--- src/rtl/spi_tgt_pkg.sv ---
package spi_tgt_pkg;

   typedef enum logic [1:0] {
      SPI_MODE_IDLE_LOW  = 2'd0,
      SPI_MODE_IDLE_HIGH = 2'd3
   } spi_mode_e;

   function automatic spi_mode_e mode_from_level(input logic sclk_level);
      return sclk_level ? SPI_MODE_IDLE_HIGH : SPI_MODE_IDLE_LOW;
   endfunction

endpackage

--- src/rtl/spi_tgt_sync.sv ---
module spi_tgt_sync #(
   parameter int             WIDTH   = 3,
   parameter int             STAGES  = 2,
   parameter logic [WIDTH-1:0] RST_VAL = '0
) (
   input  logic             clk,
   input  logic             rst_n,
   input  logic [WIDTH-1:0] d,
   output logic [WIDTH-1:0] q
);

   generate
      if (STAGES < 2) begin : g_bad_stages
         $error("spi_tgt_sync: STAGES must be at least 2");
      end
      if (WIDTH < 1) begin : g_bad_width
         $error("spi_tgt_sync: WIDTH must be at least 1");
      end
   endgenerate

   generate
      for (genvar i = 0; i < WIDTH; i++) begin : g_bit
         logic [STAGES-1:0] chain;
         always_ff @(posedge clk or negedge rst_n) begin
            if (!rst_n) chain <= {STAGES{RST_VAL[i]}};
            else        chain <= {chain[STAGES-2:0], d[i]};
         end
         assign q[i] = chain[STAGES-1];
      end
   endgenerate

endmodule

--- src/rtl/spi_tgt_events.sv ---
module spi_tgt_events
   import spi_tgt_pkg::*;
(
   input  logic      clk,
   input  logic      rst_n,
   input  logic      sclk_s,
   input  logic      cs_n_s,
   output logic      selected,
   output logic      sel_evt,
   output logic      rise_evt,
   output logic      fall_evt,
   output spi_mode_e mode
);

   logic sclk_q;
   logic cs_n_q;

   always_ff @(posedge clk or negedge rst_n) begin
      if (!rst_n) begin
         sclk_q <= 1'b0;
         cs_n_q <= 1'b1;
      end else begin
         sclk_q <= sclk_s;
         cs_n_q <= cs_n_s;
      end
   end

   assign selected = ~cs_n_s;
   assign sel_evt  = cs_n_q & ~cs_n_s;
   assign rise_evt = selected & ~sel_evt & sclk_s & ~sclk_q;
   assign fall_evt = selected & ~sel_evt & ~sclk_s & sclk_q;

   // Polarity is taken from the idle clock level on the select edge
   always_ff @(posedge clk or negedge rst_n) begin
      if (!rst_n)       mode <= SPI_MODE_IDLE_LOW;
      else if (sel_evt) mode <= mode_from_level(sclk_s);
   end

endmodule

--- src/rtl/spi_tgt_rx.sv ---
module spi_tgt_rx #(
   parameter int DATA_W    = 8,
   parameter bit MSB_FIRST = 1'b1
) (
   input  logic              clk,
   input  logic              rst_n,
   input  logic              selected,
   input  logic              rise_evt,
   input  logic              mosi_s,
   output logic [DATA_W-1:0] rx_byte,
   output logic              rx_valid,
   output logic              byte_done
);

   localparam int CNT_W = (DATA_W > 1) ? $clog2(DATA_W) : 1;
   localparam logic [CNT_W-1:0] LAST_BIT = CNT_W'(DATA_W - 1);

   logic [CNT_W-1:0]  bit_cnt;
   logic [DATA_W-1:0] shreg;
   logic [DATA_W-1:0] shreg_next;

   generate
      if (MSB_FIRST) begin : g_msb
         assign shreg_next = {shreg[DATA_W-2:0], mosi_s};
      end else begin : g_lsb
         assign shreg_next = {mosi_s, shreg[DATA_W-1:1]};
      end
   endgenerate

   assign byte_done = rise_evt & (bit_cnt == LAST_BIT);

   always_ff @(posedge clk or negedge rst_n) begin
      if (!rst_n) begin
         bit_cnt  <= '0;
         shreg    <= '0;
         rx_byte  <= '0;
         rx_valid <= 1'b0;
      end else begin
         rx_valid <= 1'b0;
         if (!selected) begin
            bit_cnt <= '0;
         end else if (rise_evt) begin
            shreg <= shreg_next;
            if (byte_done) begin
               bit_cnt  <= '0;
               rx_byte  <= shreg_next;
               rx_valid <= 1'b1;
            end else begin
               bit_cnt <= bit_cnt + 1'b1;
            end
         end
      end
   end

endmodule

--- src/rtl/spi_tgt_tx.sv ---
module spi_tgt_tx #(
   parameter int               DATA_W    = 8,
   parameter bit               MSB_FIRST = 1'b1,
   parameter logic [DATA_W-1:0] FILL     = '0
) (
   input  logic              clk,
   input  logic              rst_n,
   input  logic              selected,
   input  logic              sel_evt,
   input  logic              rise_evt,
   input  logic              fall_evt,
   input  logic              byte_done,
   input  logic [DATA_W-1:0] tx_byte,
   input  logic              tx_valid,
   output logic              tx_ready,
   output logic              miso,
   output logic              miso_oe
);

   logic [DATA_W-1:0] hold;
   logic              hold_full;
   logic [DATA_W-1:0] shreg;
   logic [DATA_W-1:0] shreg_shift;
   logic [DATA_W-1:0] next_byte;
   logic              armed;
   logic              boundary;
   logic              accept;
   logic              consume;

   assign tx_ready  = ~hold_full;
   assign accept    = tx_valid & ~hold_full;
   assign next_byte = hold_full ? hold : FILL;
   assign consume   = sel_evt | (fall_evt & armed & boundary);

   generate
      if (MSB_FIRST) begin : g_msb
         assign shreg_shift = {shreg[DATA_W-2:0], 1'b0};
         assign miso        = shreg[DATA_W-1];
      end else begin : g_lsb
         assign shreg_shift = {1'b0, shreg[DATA_W-1:1]};
         assign miso        = shreg[0];
      end
   endgenerate

   // Holding register; accept only when empty, so it never meets consume
   always_ff @(posedge clk or negedge rst_n) begin
      if (!rst_n) begin
         hold      <= '0;
         hold_full <= 1'b0;
      end else if (accept) begin
         hold      <= tx_byte;
         hold_full <= 1'b1;
      end else if (consume) begin
         hold_full <= 1'b0;
      end
   end

   always_ff @(posedge clk or negedge rst_n) begin
      if (!rst_n) begin
         shreg    <= '0;
         armed    <= 1'b0;
         boundary <= 1'b0;
         miso_oe  <= 1'b0;
      end else if (!selected) begin
         armed    <= 1'b0;
         boundary <= 1'b0;
         miso_oe  <= 1'b0;
      end else if (sel_evt) begin
         shreg    <= next_byte;
         armed    <= 1'b0;
         boundary <= 1'b0;
         miso_oe  <= 1'b1;
      end else if (rise_evt) begin
         armed    <= 1'b1;
         boundary <= byte_done;
      end else if (fall_evt && armed) begin
         armed    <= 1'b0;
         boundary <= 1'b0;
         shreg    <= boundary ? next_byte : shreg_shift;
      end
   end

endmodule

--- src/rtl/spi_autopol_target.sv ---
module spi_autopol_target
   import spi_tgt_pkg::*;
#(
   parameter int               DATA_W      = 8,
   parameter int               SYNC_STAGES = 2,
   parameter bit               MSB_FIRST   = 1'b1,
   parameter logic [DATA_W-1:0] FILL_BYTE  = '0
) (
   input  logic              clk,
   input  logic              rst_n,
   input  logic              spi_sclk,
   input  logic              spi_cs_n,
   input  logic              spi_mosi,
   output logic              spi_miso,
   output logic              spi_miso_oe,
   output logic [DATA_W-1:0] rx_byte,
   output logic              rx_valid,
   input  logic [DATA_W-1:0] tx_byte,
   input  logic              tx_valid,
   output logic              tx_ready,
   output logic [1:0]        det_mode
);

   localparam int N_SYNC = 3;
   localparam logic [N_SYNC-1:0] SYNC_RST = 3'b010; // {mosi, cs_n, sclk}

   generate
      if (DATA_W < 2) begin : g_bad_width
         $error("spi_autopol_target: DATA_W must be at least 2");
      end
   endgenerate

   logic [N_SYNC-1:0] raw_in;
   logic [N_SYNC-1:0] sync_out;
   logic              sclk_s, cs_s, mosi_s;
   logic              selected, sel_evt, rise_evt, fall_evt, byte_done;
   spi_mode_e         mode;

   assign raw_in = {spi_mosi, spi_cs_n, spi_sclk};
   assign sclk_s = sync_out[0];
   assign cs_s   = sync_out[1];
   assign mosi_s = sync_out[2];

   spi_tgt_sync #(
      .WIDTH  (N_SYNC),
      .STAGES (SYNC_STAGES),
      .RST_VAL(SYNC_RST)
   ) u_sync (
      .clk  (clk),
      .rst_n(rst_n),
      .d    (raw_in),
      .q    (sync_out)
   );

   spi_tgt_events u_events (
      .clk     (clk),
      .rst_n   (rst_n),
      .sclk_s  (sclk_s),
      .cs_n_s  (cs_s),
      .selected(selected),
      .sel_evt (sel_evt),
      .rise_evt(rise_evt),
      .fall_evt(fall_evt),
      .mode    (mode)
   );

   spi_tgt_rx #(
      .DATA_W   (DATA_W),
      .MSB_FIRST(MSB_FIRST)
   ) u_rx (
      .clk      (clk),
      .rst_n    (rst_n),
      .selected (selected),
      .rise_evt (rise_evt),
      .mosi_s   (mosi_s),
      .rx_byte  (rx_byte),
      .rx_valid (rx_valid),
      .byte_done(byte_done)
   );

   spi_tgt_tx #(
      .DATA_W   (DATA_W),
      .MSB_FIRST(MSB_FIRST),
      .FILL     (FILL_BYTE)
   ) u_tx (
      .clk      (clk),
      .rst_n    (rst_n),
      .selected (selected),
      .sel_evt  (sel_evt),
      .rise_evt (rise_evt),
      .fall_evt (fall_evt),
      .byte_done(byte_done),
      .tx_byte  (tx_byte),
      .tx_valid (tx_valid),
      .tx_ready (tx_ready),
      .miso     (spi_miso),
      .miso_oe  (spi_miso_oe)
   );

   assign det_mode = mode;

endmodule

--- config.mk ---
export PLATFORM = sky130hd
export DESIGN_NAME = spi_autopol_target
export DESIGN_NICKNAME = d
export VERILOG_FILES = /design/src/rtl/spi_tgt_pkg.sv /design/src/rtl/spi_tgt_sync.sv /design/src/rtl/spi_tgt_events.sv /design/src/rtl/spi_tgt_rx.sv /design/src/rtl/spi_tgt_tx.sv /design/src/rtl/spi_autopol_target.sv
export SDC_FILE = /design/constraint.sdc
export NUM_CORES = 1
export LEC_CHECK = 0
export ABC_AREA = 1
export BUFFER_PORTS_ARGS = -buffer_cell sky130_fd_sc_hd__buf_2
export CORE_MARGIN = 2
export CORE_UTILIZATION = 50
export CTS_CLUSTER_DIAMETER = 200
export DETAILED_ROUTE_END_ITERATION = 6
export PLACE_DENSITY = 0.75
export SYNTH_ARGS = -nofsm -noshare
export SYNTH_HDL_FRONTEND = slang
export SYNTH_HIERARCHICAL = 1
export SYNTH_SLANG_ARGS = --single-unit
export TNS_END_PERCENT = 1
--- constraint.sdc ---
create_clock -name clk -period 2.22 [get_ports clk]
set_input_delay 0.222 -clock clk [delete_from_list [all_inputs] [get_ports clk]]
set_output_delay 0.222 -clock clk [all_outputs]
set_load 0.02 [all_outputs]
==> results of run 1 <==
power by group:
part / switching (mW) / leakage [nW] / internal (mW)
registers: 0.102 / 0.624 / 1.02
logic: 0.252 / 0.743 / 0.140
clock network: 0.280 / 0.0614 / 0.368
logic make-up after synthesis:
group,synth area share (%)
AO/OA/AOI/OAI,0.5379
buffers and inverters,6.814
AND/OR/NAND/NOR,33.89
adder cells (fa/ha/maj),1.195
flip-flops,57.56
critical path, delay by kind of cell (launching register included):
family | cells | cell delay, ns
simple gates | 3 | 0.43
flops | 1 | 0.39
fa+ha+maj | 2 | 0.58
per-layer routing:
metal,wire length [um],vias to the layer above,GRT usage (%)
met5,0,-,0
met4,42,0,8.088
met3,115,4,3.084
met2,1613,32,26.20
met1,1886,687,26.55
li1,-,812,-
layout by cell type (no fill, tap or decap), drive strengths merged:
cell and instances:
nand3 13, bufinv 1, dfrtp 45, nand2 128
or2 1, clkbuf 6, nor2 10, inv 23
o22ai 1, o21ai 1, clkinv 1, ha 2
buf 30, dfstp 3, nand4 11
path summary, 6_finish.rpt:
path / cells past startpoint / slack, ns / startpoint / endpoint
worst max-delay path: 5 / 0.71 / u_rx/bit_cnt[0]$_DFFE_PN0P_ / u_rx/rx_byte[3]$_DFFE_PN0P_
worst min-delay path: 2 / 0.008 / rst_n / u_rx/rx_byte[6]$_DFFE_PN0P_
worst max register to register: 5 / 0.71 / u_rx/bit_cnt[0]$_DFFE_PN0P_ / u_rx/rx_byte[3]$_DFFE_PN0P_
worst min register to register: 0 / 0.35 / u_sync/g_bit[0].chain[0]$_DFF_PN0_ / u_sync/g_bit[0].chain[1]$_DFF_PN0_
max in group asynchronous: 2 / 1.83 / rst_n / u_rx/rx_byte[3]$_DFFE_PN0P_
min in group clk: 1 / 0.03 / spi_cs_n / u_sync/g_bit[1].chain[0]$_DFF_PN1_
metrics by stage:
| stage | cells | hold slack [ns] | power (mW) | area [sq um] |
|---|---|---|---|---|
| after detailed placement | 318 | 0.3289 | 1.529 | 2257 |
| after CTS | 326 | 0.01756 | 2.181 | 2379 |
| after global routing | 326 | 0.008779 | 2.313 | 2379 |
| after floorplan | 247 | -0.07359 | 1.414 | 2093 |
| after global placement | 318 | 0.3281 | 1.513 | 2257 |
| final | 326 | 0.007674 | 2.159 | 2379 |
final cells by class:
class	count	area (sq um)	area share [%]
clock inverter	2	38.79	1.631
clock buffer	6	82.58	3.472
inverter	23	86.33	3.630
sequential	48	1205	50.66
timing repair buffer	30	157.7	6.628
multi-input combinational	167	745.7	31.35
tap	50	62.56	2.630
flip-flops by register name (all words and copies together), names as in the netlist:
signal and count:
u_rx/rx_valid 1, u_tx/hold_full 1, u_tx/armed 1, u_tx/hold 8
u_rx/bit_cnt 3, u_events/mode 1, u_sync/g_bit.chain 6, u_rx/shreg 7
u_tx/shreg 8, u_tx/miso_oe 1, u_events/cs_n_q 1, u_tx/boundary 1
u_rx/rx_byte 8, u_events/sclk_q 1
==> results.md, run 1 <==
• finished, final reports clean — outcome
• 19.57% — ratio of cells with drive above 1 in the final layout
• 61.85% — Slew headroom
• 0.29 ns — clk_lat worst skew
• 263 — number of nets in the synthesized netlist
• 23 — Rows
• 59.04% — core utilization of the finished layout
• 0.7594 — final RePlAce weighted congestion
• false — RSZ-0062 raised after global routing
• register to register — critical path type
• 1.428 nW — leakage power summed over all cells
• sky130_fd_sc_hd__dfrtp_1 (54%), sky130_fd_sc_hd__nand2_1 (22%), sky130_fd_sc_hd__dfstp_2 (3.8%), sky130_fd_sc_hd__inv_1 (3.4%), sky130_fd_sc_hd__nand4_1 (3.3%) — largest cells by area after synthesis
• 0 — cts repair resizes
• 57.56% — sequential element share of the synthesized area
• sky130_fd_sc_hd__dfrtp_1 — cell type with the highest aggregate area in the netlist
• 0.09 ns — clock transition at the registers of the reported paths
• sky130_fd_sc_hd__nand2_1 — most frequent cell after synthesis
• ha_1, ha_1, nand3_2, nand2_1, nand2_1 — cell chain of the critical path
• 6 — count of synthesis-stage warnings from yosys
• sky130_fd_sc_hd__nand2_1 (123), sky130_fd_sc_hd__dfrtp_1 (45), sky130_fd_sc_hd__inv_1 (19) — cell types with the highest counts after synthesis
• 291 — final net count
• 0 — EDFF count, synth
• 660.6 MHz — fmax
• 68.71 um — vertical extent of the die
• 2093 sq um — synthesized area
• sky130_fd_sc_hd__ha_1 — worst-path cell with the longest stage delay
• 1428 — vias in the first global route
• 0 — number of violations of the max-capacitance limit
• 2536 um — half-perimeter wire length after detailed placement
• 68.19% — share of the clock period used by the worst path
• sky130_fd_sc_hd__clkbuf_8 — Root Buffer Master
• 20 — number of different library cells in the post-synthesis netlist
• 0.7063 ns — Final Worst Setup Slack
• 0 — final setup violation count
• done — CTS tree
• 5 — TritonCTS buffer count
• 0 ns — final total negative setup slack
• 48 — FF+latch count, synth
• 2 — H-tree levels
• 0.007367 ns — worst clock skew on the final layout
• 1.514 ns — Tmin final
• 2 — Longest Clk Path Bufs
• 0 — Hold Fails Final Rpt
• 27 — number of buffers added on ports
• 51.96% — effective utilization at floorplan
• 0 — number of antenna violations at the first check in global routing
• 4.709 — DR vias/cell
• 4029 sq um — standard cell core area
• 0 — post-route DRC violation count
• 907.8 nW/um^2 — P per Cell Area
• 6320 um — wire length of the first global-routing pass
• 1535 — vias post-DR
• sky130_fd_sc_hd__dfrtp_1 — dominant synthesized flop cell
• 0.0005977 V — Peak VDD IR
• 3657 um — total wire length after detailed routing
• 87 — violation count after the first detailed-route iteration
• 100.0% — async set-reset flop share out of synthesis
• 0 — Hold-fix buffers, CTS
• 1.69 ns — worst path arrival time
• 0 — pins over their slew limit
• 68.71 um — Die Span X
• register — type of element launching the critical path
• 368 — FILL cells
• 0.5723 ns — transition time at the pin with the least slew margin
• 0 — sum of overflow across all layers after global routing
• 18.05% — Total GRT Usage
• 53.80% — fraction of synthesized cell area taken by the top area cell type
• 28 — count of boundary I/O pins
• 0.7387 ns — post-place setup slack
• input port to asynchronous set/reset pin — worst hold-check path type
• 12 — biggest fanout along the worst timing path
• 49 — largest net degree at the start of global routing
• 11.22 um — wire length per cell after detailed routing
• 8.475 sq um — post-synthesis area per instance
• 4720 sq um — die outline area
• 48 — CTS Sinks
• 13.63% — synth-to-layout area growth
• 0 — number of buffers inserted by post-CTS setup repair
• register — sort of element at the end of the critical path
• 2.40 ns — worst endpoint required time
• 0 — number of routed nets with antenna violations
• 247 — gate count of the mapped netlist
• 0 — Diodes inserted
• 4 — number of iterations in the first detailed-routing pass
• 0.40 ns — slowest stage delay, CP
Power figures use the tool's default switching activity.
==> inputs of run 2 (changes only) <==
Settings changed: PLACE_DENSITY 0.75 to 0.77.
Clock period 2.22 ns to 1.25 ns, I/O delays scaled along.
==> results.md, run 2 (same netlist as run 1, synthesis figures left out) <==
• 1884 um — Post-Route M1 WL, was 1886 um
• u_rx/rx_byte x8, u_tx/hold x8, u_tx/shreg x8 — largest registers, unchanged
• 1.147 mW — Psw, was 0.6338 mW
• 27 — number of buffers added on ports, unchanged
• 306 — final net count, was 291
• 798.3 sq um — area of combinational cells with multiple inputs, was 745.7 sq um
• 11.24 um — wire length per cell after detailed routing, was 11.22 um
• 1.56 ns — worst path arrival time, was 1.69 ns
• register — sort of element at the end of the critical path, unchanged
• 346 — FILL cells, was 368
• sky130_fd_sc_hd__nand2_1 — Most common cell on crit path
• 0.001071 V — Peak VDD IR, was 0.0005977 V
• 329 — number of placed instances with taps included, was 318
• 0.30 ns — clk_lat worst skew, was 0.29 ns
• 9 — biggest fanout along the worst timing path, was 12
• 29.76% — sw frac, was 29.35%
• 73 — violation count after the first detailed-route iteration, was 87
• u_events/cs_n_q$_DFF_PN1_ — Critical path origin, was u_rx/bit_cnt[0]$_DFFE_PN0P_
• 0 — pins over their slew limit, unchanged
• 1.45 ns — worst endpoint required time, was 2.40 ns
• 1.367 ns — Tmin final, was 1.514 ns
• 26.80% — ratio of cells with drive above 1 in the final layout, was 19.57%
• 75.49% — Slew headroom, was 61.85%
• 1.491 nW — leakage power summed over all cells, was 1.428 nW
• or2_4, nor2_4, buf_4, nor2_1, nand2_1, nand2_1 — cell chain of the critical path, was ha_1, ha_1, nand3_2, nand2_1, nand2_1
• 28 — count of boundary I/O pins, unchanged
• 2 — H-tree levels, unchanged
• 109.4% — share of the clock period used by the worst path, was 68.19%
• 0.39 ns — slowest stage delay, CP, was 0.40 ns
• 2.709 mW — internal power summed over all cells, was 1.525 mW
• 1734 um — metal2 WL, was 1613 um
• 68.71 um — Die Span X, unchanged
• 0 — Diodes inserted, unchanged
• register to register — critical path type, unchanged
• u_events/cs_n_q$_DFF_PN1_ — startpoint of the worst-slack reg-to-reg timing path, was u_rx/bit_cnt[0]$_DFFE_PN0P_
• 0.3676 ns — transition time at the pin with the least slew margin, was 0.5723 ns
• 0 — number of violations of the max-capacitance limit, unchanged
• sky130_fd_sc_hd__nand2_1 — most frequent standard cell in the layout excluding fill and tap cells, unchanged
• 51.96% — effective utilization at floorplan, unchanged
• 28.4% — Clk pwr share, was 30.0%
• 2 — Longest Clk Path Bufs, unchanged
• 4 — number of iterations in the first detailed-routing pass, unchanged
• 0.7954 — final RePlAce weighted congestion, was 0.7594
• 0.09 ns — clock transition at the registers of the reported paths, about the same
• 48 — CTS Sinks, unchanged
• 28 — final setup violation count, was 0
• 18.83% — Total GRT Usage, was 18.05%
• 5 — TritonCTS buffer count, unchanged
• 3833 um — total wire length after detailed routing, was 3657 um
• 0 — post-route DRC violation count, unchanged
• 2702 um — half-perimeter wire length after detailed placement, was 2536 um
• finished, violations left — outcome, was finished, final reports clean
• 4029 sq um — standard cell core area, unchanged
• 1509 — vias in the first global route, was 1428
• met4 — top routing layer in use, unchanged
• 0.006733 ns — worst clock skew on the final layout, was 0.007367 ns
• sky130_fd_sc_hd__dfstp_2 — worst-path cell with the longest stage delay, was sky130_fd_sc_hd__ha_1
• 1206 sq um — Sequential cell area, was 1205 sq um
• tx_byte[3] — Worst Hold Launch
• sky130_fd_sc_hd__nand2_1 (118), sky130_fd_sc_hd__dfrtp_1 (44), sky130_fd_sc_hd__buf_2 (26), sky130_fd_sc_hd__inv_1 (16), sky130_fd_sc_hd__buf_4 (12) — commonest cells after routing, fill and taps aside, was sky130_fd_sc_hd__nand2_1 (123), sky130_fd_sc_hd__dfrtp_1 (45), sky130_fd_sc_hd__buf_2 (27), sky130_fd_sc_hd__inv_1 (19)
• 1654 — vias post-DR, was 1535
• -0.1595 ns — post-place setup slack, was 0.7387 ns
• 63.98% — core utilization of the finished layout, was 59.04%
• 6499 um — wire length of the first global-routing pass, was 6320 um
• 731.5 MHz — fmax, was 660.6 MHz
• 0 — sum of overflow across all layers after global routing, unchanged
• 0 — number of routed nets with antenna violations, unchanged
• negative setup slack — violated checks
• -0.1170 ns — Final Worst Setup Slack, was 0.7063 ns
• register — type of element launching the critical path, unchanged
• 4.850 — DR vias/cell, was 4.709
• 23.13% — synth-to-layout area growth, was 13.63%
• 0 — number of buffers inserted by post-CTS setup repair, unchanged
• 155 um — met3 WL, was 115 um
• true — RSZ-0062 raised after global routing, was false
• 51.9% — sequential power share, about the same
• 23 — Rows, unchanged
• 3.856 mW — total chip power, was 2.159 mW
• 0 — Hold Fails Final Rpt, unchanged
• input port to register — worst hold-check path type, was input port to asynchronous set/reset pin
• 0 — number of antenna violations at the first check in global routing, unchanged
• 4720 sq um — die outline area, unchanged
• 19.7% — part of the total power dissipated in combinational logic, was 18.1%
• sky130_fd_sc_hd__clkbuf_8 — Root Buffer Master, unchanged
• 341 — non-filler instance count after layout, was 326
• 68.71 um — vertical extent of the die, unchanged
• 1496 nW/um^2 — P per Cell Area, was 907.8 nW/um^2
• done — CTS tree, unchanged
• 20 — largest net degree at the start of global routing, was 49
-- run 2: layout make-up --
class / count / area share (%)
Inverter: 23 / 4.078
Clock inverter: 3 / 1.650
Multi-Input combinational cell: 167 / 30.97
Sequential cell: 48 / 46.80
Timing Repair Buffer: 45 / 11.41
Tap cell: 50 / 2.427
Clock buffer: 5 / 2.670
-- run 2: final timing paths --
kind | end | cells after the start | slack, ns
min | u_tx/hold[3]$_DFFE_PN0P_ | 3 | 0.05
min in group asynchronous | u_rx/rx_byte[4]$_DFFE_PN0P_ | 2 | 0.27
max | u_rx/bit_cnt[2]$_DFFE_PN0P_ | 6 | -0.12
max in group asynchronous | u_events/cs_n_q$_DFF_PN1_ | 3 | 0.45
min reg2reg | u_sync/g_bit[2].chain[1]$_DFF_PN0_ | 0 | 0.36
max reg2reg | u_rx/bit_cnt[2]$_DFFE_PN0P_ | 6 | -0.12
-- run 2: stage by stage --
stage / hold WS, ns / setup TNS (ns) / cell area (sq um)
final: 0.04977 / -2.249 / 2577
after global routing: 0.05448 / -4.600 / 2577
after CTS: 0.04624 / -2.187 / 2559
after detailed placement: 0.05454 / -3.000 / 2371
after global placement: 0.05555 / -1.813 / 2371
after floorplan: -0.1706 / -3.148 / 2128
-- run 2: what timing repair did --
action,CTS,global route
endpoints found under the hold margin,15,0
pin swaps,6,0
cloned,0,0
hold buffers,4,0
resized for setup,10,7
setup endpoints to repair,30,32
-- run 2: power groups by stage --
| stage | Clock, mW | Sequential [mW] | Combinational [mW] |
|---|---|---|---|
| floorplan | 0 | 1.96 | 0.566 |
| global placement | 0 | 2.00 | 0.697 |
| detailed placement | 0 | 2.01 | 0.718 |
| CTS | 1.11 | 2.00 | 0.744 |
| global route | 1.19 | 2.03 | 0.900 |
| finish | 1.10 | 2.00 | 0.759 |
-- run 2: worst max-delay path, delay by kind of cell (launching register included) --
kind	cells	cell delay, ns
buffers and inverters	1	0.22
DFF	1	0.39
and+or+nand+nor	5	0.67
-- run 2: layer usage --
layer	track usage, %	vias to the layer above
li1	-	846
met5	0	-
met4	6.618	0
met3	4.870	6
met2	28.85	41
met1	26.04	761
==> inputs of run 3 (changes only) <==
Settings changed: RECOVER_POWER set to 25.
==> results.md, run 3 (same netlist as run 1, synthesis figures left out) <==
• finished, violations left — outcome, unchanged
• negative setup slack — violated checks, unchanged
• 11.26 um — wire length per cell after detailed routing, was 11.24 um
• 28 — count of boundary I/O pins, unchanged
• 4029 sq um — standard cell core area, unchanged
• 0 — number of routed nets with antenna violations, unchanged
• 6499 um — wire length of the first global-routing pass, unchanged
• 48 — CTS Sinks, unchanged
• 20 — largest net degree at the start of global routing, unchanged
• -2.302 ns — final total negative setup slack, was -2.249 ns
• 23 — Rows, unchanged
• 0.8877 ns — transition time at the pin with the least slew margin, was 0.3676 ns
• 1.57 ns — worst path arrival time, was 1.56 ns
• 1655 — vias post-DR, was 1654
• 0.30 ns — clk_lat worst skew, about the same
• 2576 sq um — Finished Cell Area, was 2577 sq um
• 1.369 ns — Tmin final, was 1.367 ns
• 0.09 ns — clock transition at the registers of the reported paths, about the same
• 109.5% — share of the clock period used by the worst path, was 109.4%
• 0 — number of violations of the max-capacitance limit, unchanged
• 0 — post-route DRC violation count, unchanged
• 28 — final setup violation count, unchanged
• input port to register — worst hold-check path type, unchanged
• sky130_fd_sc_hd__nand2_1 (118), sky130_fd_sc_hd__dfrtp_1 (44), sky130_fd_sc_hd__buf_2 (25), sky130_fd_sc_hd__inv_1 (16), sky130_fd_sc_hd__buf_4 (12) — commonest cells after routing, fill and taps aside, was sky130_fd_sc_hd__nand2_1 (118), sky130_fd_sc_hd__dfrtp_1 (44), sky130_fd_sc_hd__buf_2 (26), sky130_fd_sc_hd__inv_1 (16), sky130_fd_sc_hd__buf_4 (12)
• 3839 um — total wire length after detailed routing, was 3833 um
• 4.853 — DR vias/cell, was 4.850
• 23.07% — synth-to-layout area growth, was 23.13%
• 40.82% — Slew headroom, was 75.49%
• 730.6 MHz — fmax, was 731.5 MHz
• -0.1187 ns — Final Worst Setup Slack, was -0.1170 ns
• sky130_fd_sc_hd__clkbuf_8 — Root Buffer Master, unchanged
• 63.94% — core utilization of the finished layout, was 63.98%
• 0 — Diodes inserted, unchanged
• 0 — number of antenna violations at the first check in global routing, unchanged
• register to register — critical path type, unchanged
• 4 — number of iterations in the first detailed-routing pass, unchanged
• 306 — final net count, unchanged
• 5 — TritonCTS buffer count, unchanged
• 2702 um — half-perimeter wire length after detailed placement, unchanged
• 0.006793 ns — worst clock skew on the final layout, was 0.006733 ns
• 68.71 um — Die Span X, unchanged
• 1.488 nW — leakage power summed over all cells, was 1.491 nW
• 2371 sq um — area of placed instances, unchanged
• 0 — number of buffers inserted by post-CTS setup repair, unchanged
• register — type of element launching the critical path, unchanged
• 1509 — vias in the first global route, unchanged
• 9 — biggest fanout along the worst timing path, unchanged
• 0 — sum of overflow across all layers after global routing, unchanged
• 18.83% — Total GRT Usage, unchanged
• 2 — Longest Clk Path Bufs, unchanged
• 4720 sq um — die outline area, unchanged
• 27 — number of buffers added on ports, unchanged
• done — CTS tree, unchanged
• 51.96% — effective utilization at floorplan, unchanged
• 0.001071 V — Peak VDD IR, about the same
• 2 — H-tree levels, unchanged
• 92 — violation count after the first detailed-route iteration, was 73
• 1497 nW/um^2 — P per Cell Area, was 1496 nW/um^2
• register — sort of element at the end of the critical path, unchanged
• 0.7954 — final RePlAce weighted congestion, unchanged
• 1.45 ns — worst endpoint required time, about the same
• true — RSZ-0062 raised after global routing, unchanged
• sky130_fd_sc_hd__nand2_1 — most frequent standard cell in the layout excluding fill and tap cells, unchanged
• 0 — Hold Fails Final Rpt, unchanged
• 26.46% — ratio of cells with drive above 1 in the final layout, was 26.80%
• 68.71 um — vertical extent of the die, unchanged
• 0 — pins over their slew limit, unchanged
• 347 — FILL cells, was 346
• 0.04981 ns — worst hold margin, was 0.04977 ns
• u_rx/rx_byte x8, u_tx/hold x8, u_tx/shreg x8 — largest registers, unchanged
-- run 3: worst paths after layout --
| kind | startpoint | end | slack, ns | cells after the start |
|---|---|---|---|---|
| max in group asynchronous | rst_n | u_events/cs_n_q$_DFF_PN1_ | 0.05 | 3 |
| min in group asynchronous | rst_n | u_rx/rx_byte[4]$_DFFE_PN0P_ | 0.46 | 2 |
| worst min register to register | u_sync/g_bit[2].chain[0]$_DFF_PN0_ | u_sync/g_bit[2].chain[1]$_DFF_PN0_ | 0.36 | 0 |
| worst max register to register | u_events/cs_n_q$_DFF_PN1_ | u_rx/bit_cnt[2]$_DFFE_PN0P_ | -0.12 | 6 |
| worst max-delay path | u_events/cs_n_q$_DFF_PN1_ | u_rx/bit_cnt[2]$_DFFE_PN0P_ | -0.12 | 6 |
| worst min-delay path | tx_byte[3] | u_tx/hold[3]$_DFFE_PN0P_ | 0.05 | 3 |
-- run 3: final cells by class --
cell class,instances,area [sq um],share of cell area (%)
Sequential cell,48,1206,46.82
Multi-Input combinational cell,167,798.3,30.99
Timing Repair Buffer,45,292.8,11.36
Inverter,23,105.1,4.080
Clock buffer,5,68.82,2.671
Tap cell,50,62.56,2.428
Clock inverter,3,42.54,1.651
-- run 3: power by group --
part | total [mW] | switching (mW) | internal, mW
Sequential | 2.00 | 0.190 | 1.81
Combinational | 0.759 | 0.454 | 0.305
Clock | 1.10 | 0.504 | 0.592
Total | 3.86 | 1.15 | 2.71
-- run 3: layer usage --
layer  wire length, um  vias to the layer above  share of wire, %  GRT usage (%)
met1              1887                      763                49          26.04
met5                 0                        -                 0              0
met4                59                        0               1.5          6.618
li1                  -                      847                 -              -
met3               151                        6               3.9          4.870
met2              1740                       39                45          28.85
-- run 3: what timing repair did --
action                                  in CTS  in global routing
gates cloned                                 0                  0
resized for setup                           10                  7
hold buffers                                 4                  0
endpoints found under the setup margin      30                 32
endpoints found under the hold margin       15                  0
pin swaps                                    6                  0
-- run 3: critical path: stages, from the launching register on --
cell and delay, ns:
sky130_fd_sc_hd__dfstp_2 0.39, sky130_fd_sc_hd__or2_4 0.26, sky130_fd_sc_hd__nor2_4 0.22, sky130_fd_sc_hd__buf_4 0.22
sky130_fd_sc_hd__nor2_1 0.08, sky130_fd_sc_hd__nand2_1 0.06, sky130_fd_sc_hd__nand2_1 0.05
-- run 3: per-stage QoR --
stage          power, mW  instances  worst slack (ns)
2_1_floorplan      2.524        247           -0.2142
3_3_place_gp       2.701        329           -0.1075
3_5_place_dp       2.731        329           -0.1595
4_1_cts            3.850        341           -0.1184
5_1_grt            4.125        341           -0.2205
6_report           3.856        341           -0.1187
